## src/rtl/tst_pkg.sv

```systemverilog
package tst_pkg;

    localparam int LINES        = 4;
    localparam int LINE_W       = $clog2(LINES);
    localparam int MAX_SLOTS    = 16;
    localparam int SLOT_W       = $clog2(MAX_SLOTS);
    localparam int DUPLEX_SLOTS = 8;
    localparam int BYTE_W       = 8;
    localparam int WORD_BYTES   = 4;
    localparam int WORD_W       = BYTE_W * WORD_BYTES;
    localparam int BSEL_W       = $clog2(WORD_BYTES);
    localparam int BIT_IDX_W    = $clog2(BYTE_W);
    localparam int MIN_CH_BITS  = 20;
    localparam int HOLD_W       = $clog2(MIN_CH_BITS + 1);

    typedef struct packed {
        logic [BSEL_W-1:0] bsel;
        logic [LINE_W-1:0] line;
        logic [LINES-1:0]  ws_lvl;
        logic              fetch;
    } slot_entry_t;

    function automatic logic [BYTE_W-1:0] pick_byte(input logic [WORD_W-1:0] w,
                                                    input logic [BSEL_W-1:0] s);
        return w[s*BYTE_W +: BYTE_W];
    endfunction

    function automatic logic [SLOT_W:0] eff_slots(input logic [SLOT_W:0] req,
                                                  input logic duplex);
        logic [SLOT_W:0] lim;
        logic [SLOT_W:0] v;
        lim = duplex ? (SLOT_W+1)'(DUPLEX_SLOTS) : (SLOT_W+1)'(MAX_SLOTS);
        v   = (req == '0) ? (SLOT_W+1)'(1) : req;
        return (v > lim) ? lim : v;
    endfunction

endpackage

```

## src/rtl/tst_slot_table.sv

```systemverilog
module tst_slot_table
    import tst_pkg::*;
(
    input  logic              clk,
    input  logic              we,
    input  logic [SLOT_W-1:0] waddr,
    input  slot_entry_t       wdata,
    input  logic [SLOT_W-1:0] raddr,
    output slot_entry_t       rdata
);
    slot_entry_t mem [MAX_SLOTS];

    always_ff @(posedge clk) begin
        if (we) mem[waddr] <= wdata;
    end

    assign rdata = mem[raddr];
endmodule

```

## src/rtl/tst_sequencer.sv

```systemverilog
module tst_sequencer
    import tst_pkg::*;
(
    input  logic              clk,
    input  logic              rst,
    input  logic [SLOT_W:0]   cfg_slots,
    input  logic              cfg_duplex,
    output logic              tick,
    output logic              boundary,
    output logic              sck,
    output logic [SLOT_W-1:0] next_slot
);
    localparam logic [BIT_IDX_W-1:0] LAST_BIT = BIT_IDX_W'(BYTE_W - 1);

    logic                 ph_q;
    logic [BIT_IDX_W-1:0] bit_q;
    logic [SLOT_W-1:0]    slot_q;
    logic                 run_q;
    logic [SLOT_W:0]      eff;

    assign eff      = eff_slots(cfg_slots, cfg_duplex);
    assign tick     = ph_q;
    assign sck      = ph_q;
    assign boundary = ph_q && (bit_q == LAST_BIT);

    always_comb begin
        if (!run_q || (({1'b0, slot_q} + (SLOT_W+1)'(1)) >= eff))
            next_slot = '0;
        else
            next_slot = slot_q + SLOT_W'(1);
    end

    always_ff @(posedge clk) begin
        if (rst) begin
            ph_q   <= 1'b0;
            bit_q  <= LAST_BIT;
            slot_q <= '0;
            run_q  <= 1'b0;
        end else begin
            ph_q <= ~ph_q;
            if (tick) begin
                if (boundary) begin
                    bit_q  <= '0;
                    slot_q <= next_slot;
                    run_q  <= 1'b1;
                end else begin
                    bit_q <= bit_q + BIT_IDX_W'(1);
                end
            end
        end
    end
endmodule

```

## src/rtl/tst_word_buf.sv

```systemverilog
module tst_word_buf
    import tst_pkg::*;
(
    input  logic              clk,
    input  logic              rst,
    input  logic              load_req,
    input  logic              word_valid,
    input  logic [WORD_W-1:0] word_data,
    output logic              word_ready,
    output logic [WORD_W-1:0] word_view,
    output logic              underrun
);
    logic [WORD_W-1:0] hold_q;
    logic              under_q;

    assign word_ready = load_req && word_valid;
    assign word_view  = word_ready ? word_data : hold_q;
    assign underrun   = under_q;

    always_ff @(posedge clk) begin
        if (rst) begin
            hold_q  <= '0;
            under_q <= 1'b0;
        end else begin
            if (word_ready) hold_q <= word_data;
            if (load_req && !word_valid) under_q <= 1'b1;
        end
    end
endmodule

```

## src/rtl/tst_ws_ctrl.sv

```systemverilog
module tst_ws_ctrl
    import tst_pkg::*;
(
    input  logic             clk,
    input  logic             rst,
    input  logic             tick,
    input  logic             boundary,
    input  logic [LINES-1:0] want,
    output logic [LINES-1:0] ws
);
    localparam logic [HOLD_W-1:0] HOLD_MIN = HOLD_W'(MIN_CH_BITS);

    for (genvar i = 0; i < LINES; i++) begin : g_line
        logic [HOLD_W-1:0] held_q;
        logic              lvl_q;

        always_ff @(posedge clk) begin
            if (rst) begin
                lvl_q  <= 1'b1;
                held_q <= HOLD_MIN;
            end else if (tick) begin
                if (boundary && (want[i] != lvl_q) && (held_q >= HOLD_MIN)) begin
                    lvl_q  <= want[i];
                    held_q <= HOLD_W'(1);
                end else if (held_q < HOLD_MIN) begin
                    held_q <= held_q + HOLD_W'(1);
                end
            end
        end

        assign ws[i] = lvl_q;
    end
endmodule

```

## src/rtl/tslot_i2s_tx.sv

```systemverilog
module tslot_i2s_tx
    import tst_pkg::*;
(
    input  logic              clk,
    input  logic              rst,
    input  logic [SLOT_W:0]   cfg_slots,
    input  logic              cfg_duplex,
    input  logic              tbl_we,
    input  logic [SLOT_W-1:0] tbl_addr,
    input  logic [BSEL_W-1:0] tbl_bsel,
    input  logic [LINE_W-1:0] tbl_line,
    input  logic [LINES-1:0]  tbl_ws,
    input  logic              tbl_fetch,
    input  logic              word_valid,
    input  logic [WORD_W-1:0] word_data,
    output logic              word_ready,
    output logic              sck_o,
    output logic [LINES-1:0]  sd_o,
    output logic [LINES-1:0]  ws_o,
    output logic              underrun_o
);
    logic              tick;
    logic              boundary;
    logic [SLOT_W-1:0] next_slot;
    slot_entry_t       wr_entry;
    slot_entry_t       cur;
    logic [WORD_W-1:0] word_view;
    logic [BYTE_W-1:0] shreg_q;
    logic [LINE_W-1:0] line_q;

    assign wr_entry = '{bsel: tbl_bsel, line: tbl_line, ws_lvl: tbl_ws, fetch: tbl_fetch};

    tst_sequencer u_seq (
        .clk(clk), .rst(rst), .cfg_slots(cfg_slots), .cfg_duplex(cfg_duplex),
        .tick(tick), .boundary(boundary), .sck(sck_o), .next_slot(next_slot)
    );

    tst_slot_table u_tbl (
        .clk(clk), .we(tbl_we), .waddr(tbl_addr), .wdata(wr_entry),
        .raddr(next_slot), .rdata(cur)
    );

    tst_word_buf u_buf (
        .clk(clk), .rst(rst), .load_req(boundary && cur.fetch),
        .word_valid(word_valid), .word_data(word_data), .word_ready(word_ready),
        .word_view(word_view), .underrun(underrun_o)
    );

    tst_ws_ctrl u_ws (
        .clk(clk), .rst(rst), .tick(tick), .boundary(boundary),
        .want(cur.ws_lvl), .ws(ws_o)
    );

    always_ff @(posedge clk) begin
        if (rst) begin
            shreg_q <= '0;
            line_q  <= '0;
        end else if (boundary) begin
            shreg_q <= pick_byte(word_view, cur.bsel);
            line_q  <= cur.line;
        end else if (tick) begin
            shreg_q <= {shreg_q[BYTE_W-2:0], 1'b0};
        end
    end

    for (genvar i = 0; i < LINES; i++) begin : g_sd
        assign sd_o[i] = (line_q == LINE_W'(i)) && shreg_q[BYTE_W-1];
    end
endmodule

```

## config.mk

```make
export PLATFORM = sky130hd
export DESIGN_NAME = tslot_i2s_tx
export DESIGN_NICKNAME = d
export VERILOG_FILES = /design/src/rtl/tst_pkg.sv /design/src/rtl/tst_slot_table.sv /design/src/rtl/tst_sequencer.sv /design/src/rtl/tst_word_buf.sv /design/src/rtl/tst_ws_ctrl.sv /design/src/rtl/tslot_i2s_tx.sv
export SDC_FILE = /design/constraint.sdc
export NUM_CORES = 1
export LEC_CHECK = 0
export BUFFER_PORTS_ARGS = -buffer_cell sky130_fd_sc_hd__clkbuf_2
export CAP_MARGIN = 40
export CORE_UTILIZATION = 25
export DETAILED_ROUTE_END_ITERATION = 16
export GPL_TIMING_DRIVEN = 0
export HOLD_SLACK_MARGIN = 0.08
export PLACE_DENSITY = 0.53
export SYNTH_ARGS = -nofsm -noshare
export SYNTH_HDL_FRONTEND = slang
export SYNTH_SLANG_ARGS = --single-unit
```

## constraint.sdc

```tcl
create_clock -name clk -period 4.85 [get_ports clk]
set_input_delay 0.97 -clock clk [delete_from_list [all_inputs] [get_ports clk]]
set_output_delay 0.97 -clock clk [all_outputs]
set_load 0.02 [all_outputs]
```

==> impl_table.tex, run 1 <==
\begin{tabular}{lr}
\hline
Metric & Value \\
\hline
\multicolumn{2}{l}{\textbf{Logic synthesis}} \\
\quad Avg Cell Area, Syn & 11.7 um\^{}2 \\
\quad Most repeated cell in the gate-level netlist after synthesis & sky130\_fd\_sc\_hd\_\_edfxtp\_1 \\
\quad Share of the yosys chip area belonging to registers & 58.6\% \\
\quad Largest family of logic cells by synthesized area & compound AO/OA/AOI/OAI gates \\
\quad Synth top area cells & sky130\_fd\_sc\_hd\_\_edfxtp\_1 (43\%), sky130\_fd\_sc\_hd\_\_dfxtp\_1 (15\%), sky130\_fd\_sc\_hd\_\_mux2i\_1 (4.3\%), sky130\_fd\_sc\_hd\_\_nand2\_1 (3.1\%), sky130\_fd\_sc\_hd\_\_nor2\_1 (2.9\%) \\
\quad Top FF cell, synth & sky130\_fd\_sc\_hd\_\_edfxtp\_1 \\
\quad Area of the mapped netlist & 0.00997 mm\^{}2 \\
\quad Proportion of netlist area held by the largest area contributor & 43.4\% \\
\quad Number of enable flip-flop cells after synthesis & 144 \\
\quad Area leader, netlist & sky130\_fd\_sc\_hd\_\_edfxtp\_1 \\
\quad Top cells by instance count after synthesis & sky130\_fd\_sc\_hd\_\_edfxtp\_1 (144), sky130\_fd\_sc\_hd\_\_nand2\_1 (83), sky130\_fd\_sc\_hd\_\_dfxtp\_1 (76), sky130\_fd\_sc\_hd\_\_nor2\_1 (76), sky130\_fd\_sc\_hd\_\_mux2i\_1 (43) \\
\quad Post-synthesis mux area share & 5.56\% \\
\quad Number of nets in the synthesized netlist & 924 \\
\quad Post-synthesis xor/xnor area fraction & 0.778\% \\
\quad Gate Count Post-Synth & 850 \\
\quad Synthesis warning total & 0 \\
\quad Synth Area in Simple Gates & 12.9\% \\
\quad Number of flip-flops and latches in the synthesized netlist & 220 \\
\quad Number of distinct library cells after synthesis & 100 \\
\quad Adder and majority gate portion of the synthesized area & 2.38\% \\
\quad Proportion of register bits with asynchronous set or reset after synthesis & 0\% \\
\quad Synthesized-area fraction occupied by ao, oa, aoi and oai cells & 16.3\% \\
\multicolumn{2}{l}{\textbf{Clock network}} \\
\quad CTS max path bufs & 3 \\
\quad Clk sink count & 220 \\
\quad Latest clock arrival within the worst-skew pair & 0.52 ns \\
\quad Number of clock buffers inserted by TritonCTS & 24 \\
\quad H-tree levels & 1 \\
\quad Clock tree from TritonCTS & done \\
\quad Register clock-pin slew on the reported worst setup and hold paths & 0.06 ns \\
\quad Root buffer cell & sky130\_fd\_sc\_hd\_\_clkbuf\_16 \\
\multicolumn{2}{l}{\textbf{Critical path}} \\
\quad Critical path arrival & 3.83 ns \\
\quad Timing startpoint of the critical path & cfg\_slots[3] \\
\quad Worst setup SP type & input port \\
\quad Category of the worst setup path capture point & output port \\
\quad Crit Path Class & in2out \\
\quad Critical path peak fanout & 3 \\
\quad Source of the worst register-to-register timing path & u\_seq.slot\_q[0] \\
\quad Required time worst endpoint & 3.88 ns \\
\multicolumn{2}{l}{\textbf{Run}} \\
\quad Max-Cap Viols & 0 \\
\multicolumn{2}{l}{\textbf{Drt}} \\
\quad Total Wirelength & 28.7 mm \\
\quad Post-DR wirelength/cell & 19.0 um \\
\quad Post-route DRC violation count & 0 \\
\quad Number of violations reported at the end of detailed-routing iteration 0 & 535 \\
\quad Detail Route Antenna Nets & 0 \\
\quad First-pass DRT Iterations & 5 \\
\quad Vias per Instance & 4.96 \\
\quad Detailed-route via count & 7487 \\
\multicolumn{2}{l}{\textbf{Timing}} \\
\quad Final Cycle Share & 99.0\% \\
\quad Setup violation total in the final timing report & 0 \\
\quad Final hold slack & 0.458 ns \\
\quad Endpoints failing hold & 0 \\
\quad Transition at the pin with the smallest max-transition slack & 0.789 ns \\
\quad Highest clock rate & 0.208 GHz \\
\quad Min Tclk post-route & 4.80 ns \\
\quad Max-slew violation count & 0 \\
\quad Clock skew after layout & 0.0153 ns \\
\quad Worst rel slew slack & 47.2\% \\
\quad Setup repair after global routing missed its margin & yes \\
\multicolumn{2}{l}{\textbf{Pwr}} \\
\quad Net switching power & 1.02 mW \\
\quad Share of total power in the clock network & 39.9\% \\
\quad Peak supply drop & 0.284 mV \\
\quad P per Cell Area & 341 mW/mm\^{}2 \\
\quad Sw Ratio & 24.5\% \\
\quad Internal power of the cells & 3.15 mW \\
\quad Portion of total power attributed to combinational logic & 10.3\% \\
\quad Cell leakage power & 4.32 nW \\
\quad Register share of total power & 49.8\% \\
\quad Overall Power & 4.17 mW \\
\multicolumn{2}{l}{\textbf{Finish}} \\
\quad Number of nets in the layout & 1051 \\
\quad P\&R area growth vs syn & 22.6\% \\
\quad Number of antenna cells inserted & 0 \\
\quad Share of final-layout standard cells stronger than drive strength 1 & 22.8\% \\
\multicolumn{2}{l}{\textbf{Placed design}} \\
\quad Final estimated routing congestion in global placement & 0.826 \\
\quad Placed wire-length estimate & 20.5 mm \\
\quad Port Buffers & 64 \\
\multicolumn{2}{l}{\textbf{Hold path}} \\
\quad Worst hold start & u\_buf.hold\_q[24] \\
\quad Type of the most critical hold path & reg2reg \\
\multicolumn{2}{l}{\textbf{GRT}} \\
\quad Number of global-route vias before repair & 7215 \\
\quad Initial antenna violation count & 1 \\
\quad Total routing resource utilization after global routing & 13.8\% \\
\quad Total congestion overflow & 0 \\
\quad Wire length of the first global-routing pass & 43.6 mm \\
\quad Largest net degree at the start of global routing & 17 \\
\multicolumn{2}{l}{\textbf{Outcome}} \\
\quad Result of the run & complete, no violations \\
\multicolumn{2}{l}{\textbf{Die}} \\
\quad Floorplan die area & 0.0407 mm\^{}2 \\
\quad Area of the core & 0.0390 mm\^{}2 \\
\quad Height of the chip & 202 um \\
\quad Number of rows in the core area & 72 \\
\quad Boundary pin count & 66 \\
\quad Die span in x & 202 um \\
\quad Starting utilization of the core area & 25.6\% \\
\hline
\end{tabular}
[path summary, 6_finish.rpt]
check / cells after the start / slack, ns / endpoint
worst max register to register: 16 / 0.46 / shreg_q[5]
worst min register to register: 2 / 0.46 / u_buf.hold_q[24]
worst min-delay path: 2 / 0.46 / u_buf.hold_q[24]
worst max-delay path: 18 / 0.05 / word_ready
[routing by layer]
layer	wire, um	vias to the layer above	GRT usage, %
li1	-	3493	-
met5	0	-	0
met4	549	0	3.00
met2	13300	259	22.0
met3	2010	43	2.92
met1	12800	3692	19.2
[flip-flops by register name, indices dropped and copies added (netlist names)]
| register | cells |
|---|---|
| u_seq.slot_q | 4 |
| line_q | 2 |
| u_buf.underrun | 1 |
| u_seq.sck | 1 |
| u_ws.g_line.lvl_q | 4 |
| u_buf.hold_q | 32 |
| u_seq.bit_q | 3 |
| u_ws.g_line.held_q | 20 |
| u_tbl.mem | 144 |
| shreg_q | 8 |
| u_seq.run_q | 1 |
[worst max-delay path: stages]
cell                       delay (ns)
sky130_fd_sc_hd__clkbuf_2        0.12
sky130_fd_sc_hd__inv_1           0.07
sky130_fd_sc_hd__ha_1            0.27
sky130_fd_sc_hd__nor4b_4         0.20
sky130_fd_sc_hd__a21oi_2         0.11
sky130_fd_sc_hd__buf_4           0.15
sky130_fd_sc_hd__a21oi_2         0.16
sky130_fd_sc_hd__ha_2            0.20
sky130_fd_sc_hd__and2_1          0.14
sky130_fd_sc_hd__buf_6           0.12
sky130_fd_sc_hd__nor3_4          0.04
sky130_fd_sc_hd__buf_6           0.13
sky130_fd_sc_hd__a21oi_1         0.10
sky130_fd_sc_hd__or4b_4          0.49
sky130_fd_sc_hd__a31oi_4         0.27
sky130_fd_sc_hd__nand2_8         0.09
sky130_fd_sc_hd__inv_6           0.06
sky130_fd_sc_hd__buf_4           0.13
[final cells by class]
class / count / area (um^2)
Sequential cell: 220 / 5850
Timing Repair Buffer: 102 / 676
Clock inverter: 4 / 31.3
Inverter: 22 / 88.8
Buffer: 48 / 272
Tap cell: 518 / 648
Multi-Input combinational cell: 559 / 4000
Fill cell: 3960 / 26800
Clock buffer: 35 / 672
[power groups by stage]
stage	combinational [mW]	sequential [mW]	clock, mW
after floorplan	0.241	2.11	0
after global placement	0.381	2.12	0
after detailed placement	0.392	2.12	0
after CTS	0.412	2.08	1.70
after global routing	0.468	2.08	1.78
final	0.428	2.08	1.67
[per-stage QoR]
stage	std cells	cell area [um^2]	util (%)	setup TNS [ns]	setup slack [ns]
after floorplan	850	9970	-	0	0.0884
after global placement	1432	10900	28.0	-15.74	-0.781
after detailed placement	1448	11100	28.5	-18.68	-0.857
after CTS	1499	12000	30.9	-0.00705	-0.00705
after global routing	1508	12200	31.4	-0.108	-0.108
final	1508	12200	31.4	0	0.0498
[cell usage in the layout (no fill, tap or decap), types with 5 or more instances in the layout]
cell type | synthesis | routed
sky130_fd_sc_hd__a21oi_1 | 33 | 29
sky130_fd_sc_hd__o21a_1 | 5 | 5
sky130_fd_sc_hd__nor3_1 | 14 | 9
sky130_fd_sc_hd__o21ai_0 | 36 | 36
sky130_fd_sc_hd__nand3_1 | 20 | 20
sky130_fd_sc_hd__clkbuf_1 | 26 | 33
sky130_fd_sc_hd__clkbuf_2 | 0 | 63
sky130_fd_sc_hd__and2_1 | 7 | 7
sky130_fd_sc_hd__inv_1 | 16 | 15
sky130_fd_sc_hd__a32o_1 | 5 | 5
sky130_fd_sc_hd__nor2_1 | 76 | 71
sky130_fd_sc_hd__ha_1 | 19 | 17
sky130_fd_sc_hd__clkbuf_16 | 0 | 24
sky130_fd_sc_hd__o221ai_1 | 7 | 7
sky130_fd_sc_hd__a221oi_1 | 8 | 8
sky130_fd_sc_hd__buf_6 | 2 | 18
sky130_fd_sc_hd__a21oi_2 | 4 | 5
sky130_fd_sc_hd__o21ai_1 | 6 | 5
sky130_fd_sc_hd__edfxtp_1 | 144 | 144
sky130_fd_sc_hd__nand4_1 | 9 | 9
sky130_fd_sc_hd__dfxtp_1 | 76 | 76
sky130_fd_sc_hd__nand2_1 | 83 | 82
sky130_fd_sc_hd__buf_4 | 8 | 30
sky130_fd_sc_hd__a32oi_1 | 8 | 7
sky130_fd_sc_hd__mux2i_1 | 43 | 43
sky130_fd_sc_hd__and3_1 | 9 | 9
sky130_fd_sc_hd__o22ai_1 | 5 | 5
sky130_fd_sc_hd__a211oi_1 | 7 | 6
sky130_fd_sc_hd__o2111ai_1 | 6 | 5
sky130_fd_sc_hd__buf_2 | 10 | 8
sky130_fd_sc_hd__a31oi_1 | 16 | 15
sky130_fd_sc_hd__nor4_1 | 6 | 5
sky130_fd_sc_hd__o2bb2ai_1 | 7 | 7
sky130_fd_sc_hd__nor3_2 | 2 | 5
sky130_fd_sc_hd__nor2b_1 | 5 | 5
[what timing repair did]
action,CTS,global route
buffers inserted,13,8
pin swaps,9,6
hold buffers,0,0
endpoints found under the setup margin,21,18
gates resized for setup,28,20
endpoints found under the hold margin,0,0
cloned,0,0
[kinds of logic (layout without fill, tap and decap cells)]
family | Yosys count | count (layout)
adder cells (fa/ha/maj) | 19 | 19
multiplexers | 51 | 51
AO/OA/AOI/OAI | 215 | 215
buffers and inverters | 71 | 211
AND/OR/NAND/NOR | 266 | 266
flip-flops | 220 | 220
XOR/XNOR | 8 | 8
Note: power is estimated with default switching activity, not from simulation.
==> run 2: changes to the inputs <==
==> constraint.sdc (replaced) <==
create_clock -name clk -period 4.85 [get_ports clk]
set_input_delay 0.97 -clock clk [delete_from_list [all_inputs] [get_ports clk]]
set_output_delay 0.97 -clock clk [all_outputs]
set_load 0.05 [all_outputs]
==> run 2 against run 1 <==
Sequential power hardly changed. Via count hardly changed. Clock power is 4% higher. Clock skew is 0.0078 ns higher. First-iteration DRC count is 15% higher. Power is 1.8% higher. Fmax is 0.88% lower. Hold slack better by 0.0010 ns. Sequential share of layout area hardly changed.
==> impl_table.tex, run 2 (synthesis results as in run 1) <==
\begin{tabular}{lr}
\hline
Metric & Value \\
\hline
\multicolumn{2}{l}{\textbf{Clock network}} \\
\quad H-tree levels & 1 (unchanged) \\
\quad Clk sink count & 220 (unchanged) \\
\quad Latest clock arrival within the worst-skew pair & 0.53 ns (was 0.52 ns) \\
\quad Register clock-pin slew on the reported worst setup and hold paths & 0.06 ns (about the same) \\
\quad Number of clock buffers inserted by TritonCTS & 24 (unchanged) \\
\quad CTS max path bufs & 3 (unchanged) \\
\quad Clock tree from TritonCTS & done (unchanged) \\
\quad Root buffer cell & sky130\_fd\_sc\_hd\_\_clkbuf\_16 (unchanged) \\
\quad Hold-fix buffers, CTS & 0 (unchanged) \\
\multicolumn{2}{l}{\textbf{Drt}} \\
\quad Detailed-route via count & 7491 (was 7487) \\
\quad First-pass DRT Iterations & 5 (unchanged) \\
\quad Vias per Instance & 4.97 (was 4.96) \\
\quad Number of violations reported at the end of detailed-routing iteration 0 & 614 (was 535) \\
\quad Post-DR wirelength/cell & 18.9 um (was 19.0 um) \\
\quad Post-route DRC violation count & 0 (unchanged) \\
\quad Total Wirelength & 28.5 mm (was 28.7 mm) \\
\quad Detail Route Antenna Nets & 0 (unchanged) \\
\multicolumn{2}{l}{\textbf{Critical path}} \\
\quad Source of the worst register-to-register timing path & u\_seq.slot\_q[2] (was u\_seq.slot\_q[0]) \\
\quad Worst setup SP type & input port (unchanged) \\
\quad Crit Path Class & in2out (unchanged) \\
\quad Critical path arrival & 3.87 ns (was 3.83 ns) \\
\quad Required time worst endpoint & 3.88 ns (about the same) \\
\quad Worst reg-to-reg path cell count & 13 (was 16) \\
\quad Category of the worst setup path capture point & output port (unchanged) \\
\quad Critical path peak fanout & 10 (was 3) \\
\quad Reg2Reg Setup Slack & 0.47 ns (was 0.46 ns) \\
\quad Capture point of the worst reg-to-reg path & u\_ws.g\_line[0].held\_q[1] (was shreg\_q[5]) \\
\multicolumn{2}{l}{\textbf{Pwr}} \\
\quad Peak supply drop & 0.236 mV (was 0.284 mV) \\
\quad P per Cell Area & 348 mW/mm\^{}2 (was 341 mW/mm\^{}2) \\
\quad Cell leakage power & 4.31 nW (was 4.32 nW) \\
\multicolumn{2}{l}{\textbf{Finish}} \\
\quad P\&R area growth vs syn & 22.6\% (about the same) \\
\quad Flip-flop count of the largest register, all copies and words added & 144 (unchanged) \\
\quad Largest Register & u\_tbl.mem (unchanged) \\
\quad Number of nets in the layout & 1045 (was 1051) \\
\quad Number of antenna cells inserted & 0 (unchanged) \\
\quad Top library cells by usage in the layout, fill and taps aside & sky130\_fd\_sc\_hd\_\_edfxtp\_1 (144), sky130\_fd\_sc\_hd\_\_nand2\_1 (81), sky130\_fd\_sc\_hd\_\_dfxtp\_1 (76), sky130\_fd\_sc\_hd\_\_nor2\_1 (71), sky130\_fd\_sc\_hd\_\_clkbuf\_2 (63) (was sky130\_fd\_sc\_hd\_\_edfxtp\_1 (144), sky130\_fd\_sc\_hd\_\_nand2\_1 (82), sky130\_fd\_sc\_hd\_\_dfxtp\_1 (76), sky130\_fd\_sc\_hd\_\_nor2\_1 (71), sky130\_fd\_sc\_hd\_\_clkbuf\_2 (63)) \\
\quad Share of final-layout standard cells stronger than drive strength 1 & 22.3\% (was 22.8\%) \\
\quad Registers with the highest flip-flop counts & u\_tbl.mem (144), u\_buf.hold\_q (32), u\_ws.g\_line.held\_q (20) (unchanged) \\
\quad Leading cell type in the layout, fill and taps excluded & sky130\_fd\_sc\_hd\_\_edfxtp\_1 (unchanged) \\
\quad Fill cells & 3964 (was 3960) \\
\multicolumn{2}{l}{\textbf{Die}} \\
\quad Number of rows in the core area & 72 (unchanged) \\
\quad Starting utilization of the core area & 25.6\% (unchanged) \\
\quad Die span in x & 202 um (unchanged) \\
\quad Floorplan die area & 0.0407 mm\^{}2 (unchanged) \\
\quad Height of the chip & 202 um (unchanged) \\
\quad Area of the core & 0.0390 mm\^{}2 (unchanged) \\
\quad Boundary pin count & 66 (unchanged) \\
\multicolumn{2}{l}{\textbf{Placed design}} \\
\quad Port Buffers & 64 (unchanged) \\
\quad Pre-CTS setup slack & -0.843 ns (was -0.857 ns) \\
\quad Placed wire-length estimate & 20.4 mm (was 20.5 mm) \\
\quad Final estimated routing congestion in global placement & 0.834 (was 0.826) \\
\multicolumn{2}{l}{\textbf{Run}} \\
\quad Max-Cap Viols & 0 (unchanged) \\
\multicolumn{2}{l}{\textbf{GRT}} \\
\quad Wire length of the first global-routing pass & 44.0 mm (was 43.6 mm) \\
\quad Number of global-route vias before repair & 7362 (was 7215) \\
\quad Largest net degree at the start of global routing & 17 (unchanged) \\
\quad Total routing resource utilization after global routing & 13.9\% (was 13.8\%) \\
\quad Initial antenna violation count & 0 (was 1) \\
\quad Total congestion overflow & 0 (unchanged) \\
\multicolumn{2}{l}{\textbf{Timing}} \\
\quad Setup repair after global routing missed its margin & yes (unchanged) \\
\quad Max-slew violation count & 0 (unchanged) \\
\quad Min Tclk post-route & 4.84 ns (was 4.80 ns) \\
\quad Smallest setup slack after layout & 0.00738 ns (was 0.0498 ns) \\
\quad Clock skew after layout & 0.0231 ns (was 0.0153 ns) \\
\quad Setup violation total in the final timing report & 0 (unchanged) \\
\quad Transition at the pin with the smallest max-transition slack & 0.879 ns (was 0.789 ns) \\
\quad Highest clock rate & 0.207 GHz (was 0.208 GHz) \\
\quad Endpoints failing hold & 0 (unchanged) \\
\quad Worst rel slew slack & 41.0\% (was 47.2\%) \\
\quad Final Cycle Share & 99.8\% (was 99.0\%) \\
\quad Total Neg Setup Slack & 0 ns (unchanged) \\
\multicolumn{2}{l}{\textbf{Hold path}} \\
\quad Worst hold start & u\_buf.hold\_q[16] (was u\_buf.hold\_q[24]) \\
\quad Hold worst-path end & u\_buf.hold\_q[16] (was u\_buf.hold\_q[24]) \\
\quad Type of the most critical hold path & reg2reg (unchanged) \\
\quad Count of cells along the worst hold path & 2 (unchanged) \\
\multicolumn{2}{l}{\textbf{Outcome}} \\
\quad Result of the run & complete, no violations (unchanged) \\
\hline
\end{tabular}
## run 2: cell count changes in the layout (fill, tap and decap cells not counted), moves of 2 or more
cell	change
sky130_fd_sc_hd__clkinv_2	+2
sky130_fd_sc_hd__buf_6	-2
sky130_fd_sc_hd__clkbuf_1	+2
sky130_fd_sc_hd__buf_4	-2
sky130_fd_sc_hd__buf_2	-2
sky130_fd_sc_hd__nand2_2	+2
## run 2: what timing repair did
item | 4_1_cts | 5_1_grt
setup endpoints to repair | 18 | 24
resized for setup | 26 | 27
pin swaps | 11 | 15
setup buffers | 9 | 7
## run 2: final cells by class
| cell class | instances | area (um^2) | share of cell area (%) |
|---|---|---|---|
| tap | 518 | 648 | 5.30 |
| buffer | 48 | 272 | 2.22 |
| multi-input combinational | 559 | 3980 | 32.6 |
| clock inverter | 8 | 75.1 | 0.614 |
| clock buffer | 36 | 666 | 5.45 |
| inverter | 22 | 93.8 | 0.768 |
| sequential | 220 | 5850 | 47.8 |
| timing repair buffer | 96 | 641 | 5.24 |
## run 2: report_power, final
group | total [mW] | switching (mW) | internal [mW] | leakage [nW]
clock network | 1.74 | 0.735 | 1.00 | 0.356
logic | 0.433 | 0.289 | 0.144 | 2.03
registers | 2.08 | 0.0301 | 2.05 | 1.92
total | 4.25 | 1.05 | 3.19 | 4.31
## run 2: stage by stage
step / util (%) / std cells / power, mW / hold slack (ns) / area [um^2]
final: 31.3 / 1507 / 4.25 / 0.459 / 12200
after global routing: 31.3 / 1507 / 4.41 / 0.477 / 12200
after CTS: 30.8 / 1500 / 4.27 / 0.464 / 12000
after detailed placement: 28.5 / 1448 / 2.52 / 0.455 / 11100
after global placement: 28.1 / 1432 / 2.51 / 0.449 / 10900
after floorplan: - / 850 / 2.36 / 0.433 / 9970
## run 2: how the worst max path moves through the flow
stage | cells past startpoint | start | end
3_3_place_gp | 15 | cfg_duplex | shreg_q[5]
4_1_cts | 17 | cfg_duplex | word_ready
2_1_floorplan | 15 | cfg_duplex | word_ready
3_5_place_dp | 18 | cfg_duplex | word_ready
6_report | 16 | cfg_slots[4] | word_ready
5_1_grt | 16 | cfg_duplex | word_ready
## run 2: per-layer routing
layer	part of all wire [%]	vias up	GRT usage [%]
li1	-	3501	-
met1	47	3733	19.8
met2	46	218	21.9
met3	5.4	39	2.19
met4	2.0	0	3.54
met5	0	-	0
## run 2: worst max-delay path, cell delays in order
cell and delay (ns):
sky130_fd_sc_hd__clkbuf_2 0.12, sky130_fd_sc_hd__ha_4 0.24, sky130_fd_sc_hd__nor4b_4 0.33, sky130_fd_sc_hd__a21oi_4 0.12, sky130_fd_sc_hd__nor2_2 0.12, sky130_fd_sc_hd__a21oi_2 0.06
sky130_fd_sc_hd__ha_2 0.20, sky130_fd_sc_hd__nand2_1 0.13, sky130_fd_sc_hd__nand3_1 0.26, sky130_fd_sc_hd__buf_4 0.28, sky130_fd_sc_hd__or3_1 0.33, sky130_fd_sc_hd__o2111ai_1 0.17
sky130_fd_sc_hd__o211ai_4 0.19, sky130_fd_sc_hd__nand2_8 0.13, sky130_fd_sc_hd__inv_8 0.04, sky130_fd_sc_hd__clkbuf_16 0.16
